### config.mk
export PLATFORM = sky130hd
export DESIGN_NAME = sync_beep_gen
export DESIGN_NICKNAME = d
export VERILOG_FILES = /design/src/rtl/sync_beep_pkg.sv /design/src/rtl/sbg_line_timer.sv /design/src/rtl/sbg_frame_timer.sv /design/src/rtl/sbg_beep_ctrl.sv /design/src/rtl/sync_beep_gen.sv
export SDC_FILE = /design/constraint.sdc
export NUM_CORES = 1
export LEC_CHECK = 0
export BUFFER_PORTS_ARGS = -buffer_cell sky130_fd_sc_hd__buf_2
export CAP_MARGIN = 5
export CORE_MARGIN = 2
export CORE_UTILIZATION = 65
export DETAILED_ROUTE_END_ITERATION = 16
export PLACE_DENSITY = 0.93
export SKIP_LAST_GASP = 1
export SLEW_MARGIN = 15
export SYNTH_ARGS = -nofsm -noshare
export SYNTH_HDL_FRONTEND = slang
export SYNTH_SLANG_ARGS = --single-unit
### constraint.sdc
create_clock -name clk -period 4.1 [get_ports clk]
set_input_delay 0.82 -clock clk [delete_from_list [all_inputs] [get_ports clk]]
set_output_delay 0.82 -clock clk [all_outputs]
set_load 0.005 [all_outputs]
### src/rtl/sync_beep_pkg.sv
package sync_beep_pkg;

    typedef enum logic {
        RATE_60 = 1'b0,
        RATE_50 = 1'b1
    } rate_e;

    typedef enum logic [1:0] {
        BP_IDLE = 2'd0,
        BP_PEND = 2'd1,
        BP_ON   = 2'd2
    } beep_state_e;

    function automatic int unsigned div_round(input longint unsigned num,
                                              input longint unsigned den);
        return int'((num + den / 2) / den);
    endfunction

    function automatic int unsigned clks_per_line(input longint unsigned clk_hz,
                                                  input longint unsigned line_hz);
        return int'(clk_hz / line_hz);
    endfunction

    function automatic int unsigned width_in_clks(input longint unsigned clk_hz,
                                                  input longint unsigned ns);
        return div_round(clk_hz * ns, 64'd1_000_000_000);
    endfunction

    function automatic int unsigned lines_per_frame(input longint unsigned line_hz,
                                                    input longint unsigned frame_hz);
        return int'(line_hz / frame_hz);
    endfunction

    function automatic int unsigned width_in_lines(input longint unsigned line_hz,
                                                   input longint unsigned ns);
        return div_round(line_hz * ns, 64'd1_000_000_000);
    endfunction

endpackage

### src/rtl/sbg_line_timer.sv
module sbg_line_timer #(
    parameter int unsigned H_TOTAL = 1603,
    parameter int unsigned H_SYNC  = 302
) (
    input  logic clk,
    input  logic rst_n,
    output logic hsync,
    output logic line_last
);
    localparam int unsigned HW = (H_TOTAL > 1) ? $clog2(H_TOTAL) : 1;

    typedef struct packed {
        logic [HW-1:0] cnt;
        logic          hs;
    } line_st_t;

    line_st_t st_d, st_q;

    always_comb begin
        st_d      = st_q;
        line_last = (st_q.cnt == HW'(H_TOTAL - 1));
        if (line_last) begin
            st_d.cnt = '0;
        end else begin
            st_d.cnt = st_q.cnt + HW'(1);
        end
        st_d.hs = (st_d.cnt < HW'(H_SYNC));
    end

    always_ff @(posedge clk) begin
        if (!rst_n) begin
            st_q.cnt <= HW'(H_TOTAL - 1);
            st_q.hs  <= 1'b0;
        end else begin
            st_q <= st_d;
        end
    end

    assign hsync = st_q.hs;

endmodule

### src/rtl/sbg_frame_timer.sv
module sbg_frame_timer
    import sync_beep_pkg::*;
#(
    parameter int unsigned V_50   = 314,
    parameter int unsigned V_60   = 262,
    parameter int unsigned V_SYNC = 3
) (
    input  logic clk,
    input  logic rst_n,
    input  logic line_last,
    input  logic mains_50hz,
    output logic vsync,
    output logic frame_wrap
);
    localparam int unsigned V_MAX = (V_50 > V_60) ? V_50 : V_60;
    localparam int unsigned VW    = (V_MAX > 1) ? $clog2(V_MAX) : 1;

    typedef struct packed {
        logic [VW-1:0] cnt;
        rate_e         rate;
        logic          vs;
    } frame_st_t;

    frame_st_t st_d, st_q;
    logic      last_line;

    always_comb begin
        st_d      = st_q;
        last_line = (st_q.rate == RATE_50) ? (st_q.cnt == VW'(V_50 - 1))
                                           : (st_q.cnt == VW'(V_60 - 1));
        frame_wrap = line_last && last_line;
        if (line_last) begin
            if (last_line) begin
                st_d.cnt  = '0;
                st_d.rate = rate_e'(mains_50hz);
            end else begin
                st_d.cnt = st_q.cnt + VW'(1);
            end
        end
        st_d.vs = (st_d.cnt < VW'(V_SYNC));
    end

    always_ff @(posedge clk) begin
        if (!rst_n) begin
            st_q.cnt  <= VW'(V_60 - 1);
            st_q.rate <= RATE_60;
            st_q.vs   <= 1'b0;
        end else begin
            st_q <= st_d;
        end
    end

    assign vsync = st_q.vs;

endmodule

### src/rtl/sbg_beep_ctrl.sv
module sbg_beep_ctrl
    import sync_beep_pkg::*;
#(
    parameter int unsigned BEEP_FRAMES = 15
) (
    input  logic clk,
    input  logic rst_n,
    input  logic beep_req,
    input  logic frame_wrap,
    output logic audio
);
    localparam int unsigned FW = (BEEP_FRAMES > 1) ? $clog2(BEEP_FRAMES) : 1;

    typedef struct packed {
        beep_state_e   st;
        logic [FW-1:0] fcnt;
        logic          aud;
    } beep_st_t;

    beep_st_t st_d, st_q;

    always_comb begin
        st_d = st_q;
        unique case (st_q.st)
            BP_IDLE: begin
                if (beep_req && frame_wrap) begin
                    st_d.st   = BP_ON;
                    st_d.fcnt = '0;
                end else if (beep_req) begin
                    st_d.st = BP_PEND;
                end
            end
            BP_PEND: begin
                if (frame_wrap) begin
                    st_d.st   = BP_ON;
                    st_d.fcnt = '0;
                end
            end
            BP_ON: begin
                if (frame_wrap) begin
                    if (st_q.fcnt == FW'(BEEP_FRAMES - 1)) begin
                        st_d.st   = BP_IDLE;
                        st_d.fcnt = '0;
                    end else begin
                        st_d.fcnt = st_q.fcnt + FW'(1);
                    end
                end
            end
            default: begin
                st_d.st   = BP_IDLE;
                st_d.fcnt = '0;
            end
        endcase
        st_d.aud = (st_d.st == BP_ON);
    end

    always_ff @(posedge clk) begin
        if (!rst_n) begin
            st_q.st   <= BP_IDLE;
            st_q.fcnt <= '0;
            st_q.aud  <= 1'b0;
        end else begin
            st_q <= st_d;
        end
    end

    assign audio = st_q.aud;

endmodule

### src/rtl/sync_beep_gen.sv
module sync_beep_gen
    import sync_beep_pkg::*;
#(
    parameter int unsigned CLK_HZ      = 25_200_000,
    parameter int unsigned LINE_HZ     = 15_720,
    parameter int unsigned HSYNC_NS    = 12_000,
    parameter int unsigned VSYNC_NS    = 192_000,
    parameter int unsigned BEEP_FRAMES = 15
) (
    input  logic clk,
    input  logic rst_n,
    input  logic mains_50hz,
    input  logic beep_req,
    output logic hsync,
    output logic vsync,
    output logic audio
);
    localparam int unsigned H_TOTAL = clks_per_line(CLK_HZ, LINE_HZ);
    localparam int unsigned H_SYNC  = width_in_clks(CLK_HZ, HSYNC_NS);
    localparam int unsigned V_50    = lines_per_frame(LINE_HZ, 50);
    localparam int unsigned V_60    = lines_per_frame(LINE_HZ, 60);
    localparam int unsigned V_SYNC  = width_in_lines(LINE_HZ, VSYNC_NS);

    logic line_last;
    logic frame_wrap;

    sbg_line_timer #(
        .H_TOTAL (H_TOTAL),
        .H_SYNC  (H_SYNC)
    ) u_line (
        .clk       (clk),
        .rst_n     (rst_n),
        .hsync     (hsync),
        .line_last (line_last)
    );

    sbg_frame_timer #(
        .V_50   (V_50),
        .V_60   (V_60),
        .V_SYNC (V_SYNC)
    ) u_frame (
        .clk        (clk),
        .rst_n      (rst_n),
        .line_last  (line_last),
        .mains_50hz (mains_50hz),
        .vsync      (vsync),
        .frame_wrap (frame_wrap)
    );

    sbg_beep_ctrl #(
        .BEEP_FRAMES (BEEP_FRAMES)
    ) u_beep (
        .clk        (clk),
        .rst_n      (rst_n),
        .beep_req   (beep_req),
        .frame_wrap (frame_wrap),
        .audio      (audio)
    );

endmodule

==> results by group <==
Run status
  – Status: finished clean

Placement
  – Dpl ws: about 1600 ps
  – DP HPWL: approximately 2.3 mm
  – Placer congestion estimate: slightly above 0.8
  – Number of port buffers: 6
  – Placed Cells: 221

Hold path
  – HP Class: reg2reg

Setup path
  – Slowest stage delay, CP: a little under 500 ps
  – Critical-path top delay cell: or4b_1
  – Cell mode on critical path: o22ai_1
  – Crit-path max FO: 12
  – CP Capture Type: flip-flop
  – Worst setup SP type: flip-flop
  – Critical path arrival: ~2700 ps
  – Req. time, crit path: 4320 ps
  – Delay-heaviest family, CP: simple AND/OR/NAND/NOR gates
  – Worst-path cell chain: or4b_1 -> o22ai_1 -> nand4_1 -> nor2_1 -> o22ai_1 -> o221a_1
  – Crit path buffers/inverters: 0
  – Crit Path Category: reg2reg

Die
  – Full die area: 0.003033 mm^2
  – IO Count: 7
  – Placeable Area: roughly 0.0025 mm^2
  – Die height: 55.07 um
  – Initial core utilization: 0.6843
  – Die X-Extent: about 55 um
  – Site Rows: 18

Cells and area
  – Fraction of layout cells with a size suffix above 1: 0.1066
  – Diode count: 0
  – Fin cells: 227
  – Footprint of the multi-input gates: around 970 um^2
  – Layout area overhead: 1.255%
  – Register area: between 600 and 700 um^2
  – Fill cells: slightly below 200
  – Nets: about 210

Global route
  – First-pass GRT wire length: just over 5 mm
  – Initial antenna violation count: 0
  – Vias in the first global route: between 1k and 1.5k
  – Global route overflow: 0
  – Overall routing resource usage: 0.2381
  – Largest net degree at the start of global routing: 27

Clock network
  – Clock transition at the registers of the reported paths: ~90 ps
  – H-tree Lvls: 2
  – Post-CTS Setup Bufs: 0
  – CTS Sinks: 30
  – Clock Latency Late Sink: about 320 ps
  – Post-CTS Hold Buffers: 0
  – Post-CTS resize count: 0
  – CTS Buf Count: 5
  – CTS tree: built
  – Root buf cell: clkbuf_4
  – Clock buffer depth: 2

Flow run
  – Max-Cap Viols: 0

Synth
  – Distinct cell type count after synthesis: 49
  – Post-Syn Instances: about 200
  – Synthesized area: about 0.0017 mm^2
  – Post-synth EDFFs: 0
  – Main synth FF type: dfxtp_1
  – Register area share after synthesis: 0.3542
  – Fraction of registers with async set/reset: 0
  – Syn_nets: 207
  – Avg Cell Area, Syn: 8.606 um^2
  – Synth Register Bits: 30
  – Synth warnings: 0

Detailed routing
  – DR DRC count: 0
  – Drt wl/cell: 14.03 um
  – DR pass1 iterations: 4
  – Routed vias: between 1k and 1.5k
  – Number of vias per cell: between 6 and 7
  – Drt total wl: between 3 and 4 mm
  – Final antenna-violating net count: 0
  – Initial DRC count: 41

Timing
  – Final worst path period share: 0.6153
  – Final hold viol count: 0
  – RSZ-0062 raised after global routing: no
  – Setup ws final: ~1600 ps
  – Setup Skew: 8.811 ps
  – Final setup TNS: 0 ps
  – Max Clock Freq: 0.3964 GHz
  – Slew at the pin closest to its max-slew limit: 676.9 ps
  – Final Setup Violations: 0
  – Slew HR: 0.5446
  – Max Slew Vio Count: 0
  – Min cycle time layout: approximately 2500 ps

Power
  – P_leak: around 0.00060 uW
  – Max VDD drop: just under 400 uV
  – Pwr/cell area: around 630 mW/mm^2
==> report_power, final <==
part	internal, uW	switching [uW]
registers	358	82.1
clock network	77.1	95.5
logic	178	285
==> logic make-up (layout without fill, tap and decap cells) <==
logic type / count (synthesis) / in the layout / synth area share
fa+ha+maj: 7 / 7 / 0.05018
buf+inv: 20 / 20 / 0.07528
compound gates: 36 / 36 / 0.1468
mux: 4 / 4 / 0.02509
flops: 30 / 30 / 0.3542
xor+xnor: 10 / 10 / 0.05166
simple gates: 90 / 90 / 0.2967
==> cells in the mapped netlist, types with 2 or more instances <==
library cell  count  area (um^2)
a211oi_1          2        15.01
a21boi_0          3        22.52
a21oi_1           3        15.01
a22oi_1           2        15.01
a31o_1            2        17.52
a31oi_1           2        12.51
and2_1            4        25.02
and3_1            2        12.51
buf_2             3        15.01
buf_6             6        67.56
clkbuf_1          2        7.510
dfxtp_1          30        600.6
ha_1              6        75.07
inv_1             8        30.03
mux2_2            2        22.52
mux2i_1           2        20.02
nand2_1          19        71.32
nand3_1          15        75.07
nand4_1           4        25.02
nor2_1           16        60.06
nor2b_1           6        37.54
nor3_1            7        35.03
nor3b_2           2        25.02
o211ai_1          2        15.01
o21a_1            2        15.01
o21ai_0           8        40.04
o221a_1           2        22.52
o22ai_1           2        12.51
o31ai_1           2        15.01
or3_1             2        12.51
or3_4             2        22.52
or4b_1            2        20.02
xnor2_1           8        70.07
xor2_1            2        17.52
==> cell type report <==
class,instances,area share
flip-flops and latches,30,0.3499
inverters,8,0.01749
multi-input cells,147,0.5634
clock buffers,6,0.02988
repair buffers,6,0.01749
well taps,30,0.02187
==> layer usage <==
| metal | track usage | wire length, um | up-vias |
|---|---|---|---|
| li1 | - | - | 706 |
| met1 | 0.2508 | 1409 | 658 |
| met2 | 0.4246 | 1535 | 32 |
| met3 | 0.06452 | 138 | 11 |
| met4 | 0.1341 | 101 | 0 |
| met5 | 0 | 0 | - |
==> placed cells by master (no fill, tap or decap), types with 3 or more instances in the layout <==
master    instances
buf_2             6
nand3_1          15
nand4_1           4
clkbuf_4          5
ha_1              6
nor3_1            7
a21oi_1           3
o21ai_0           8
a21boi_0          3
nor2_1           16
and2_1            4
nor2b_1           6
nand2_1          19
xnor2_1           8
dfxtp_1          30
inv_1             8
==> sequential cells by signal, indices dropped and copies added, names as in the netlist <==
| register | flops |
|---|---|
| u_line.hsync | 1 |
| u_frame.st_q | 10 |
| u_beep.st_q | 6 |
| u_line.st_q | 11 |
| u_frame.vsync | 1 |
| u_beep.audio | 1 |
==> stage by stage <==
step	area, um^2	utilization	hold WS (ps)	total power (uW)
after floorplan	1695	-	447.8	866.6
after global placement	1665	0.6722	471.7	869.3
after detailed placement	1665	0.6722	483.9	902.0
after CTS	1717	0.6929	505.1	1070
after global routing	1717	0.6929	563.8	1158
final	1717	0.6929	502.3	1075
==> path summary, 6_finish.rpt <==
kind | end | start | cells past startpoint | slack, ps
worst max-delay path | u_beep.st_q[4]$_SDFFE_PN0P_ | u_frame.st_q[6]$_SDFF_PN0_ | 6 | 1580
worst min-delay path | u_line.st_q[1]$_SDFF_PP0_ | u_line.st_q[1]$_SDFF_PP0_ | 1 | 500
worst max register to register | u_beep.st_q[4]$_SDFFE_PN0P_ | u_frame.st_q[6]$_SDFF_PN0_ | 6 | 1580
worst min register to register | u_line.st_q[1]$_SDFF_PP0_ | u_line.st_q[1]$_SDFF_PP0_ | 1 | 500
No activity file was read; power rests on OpenSTA's default activity.
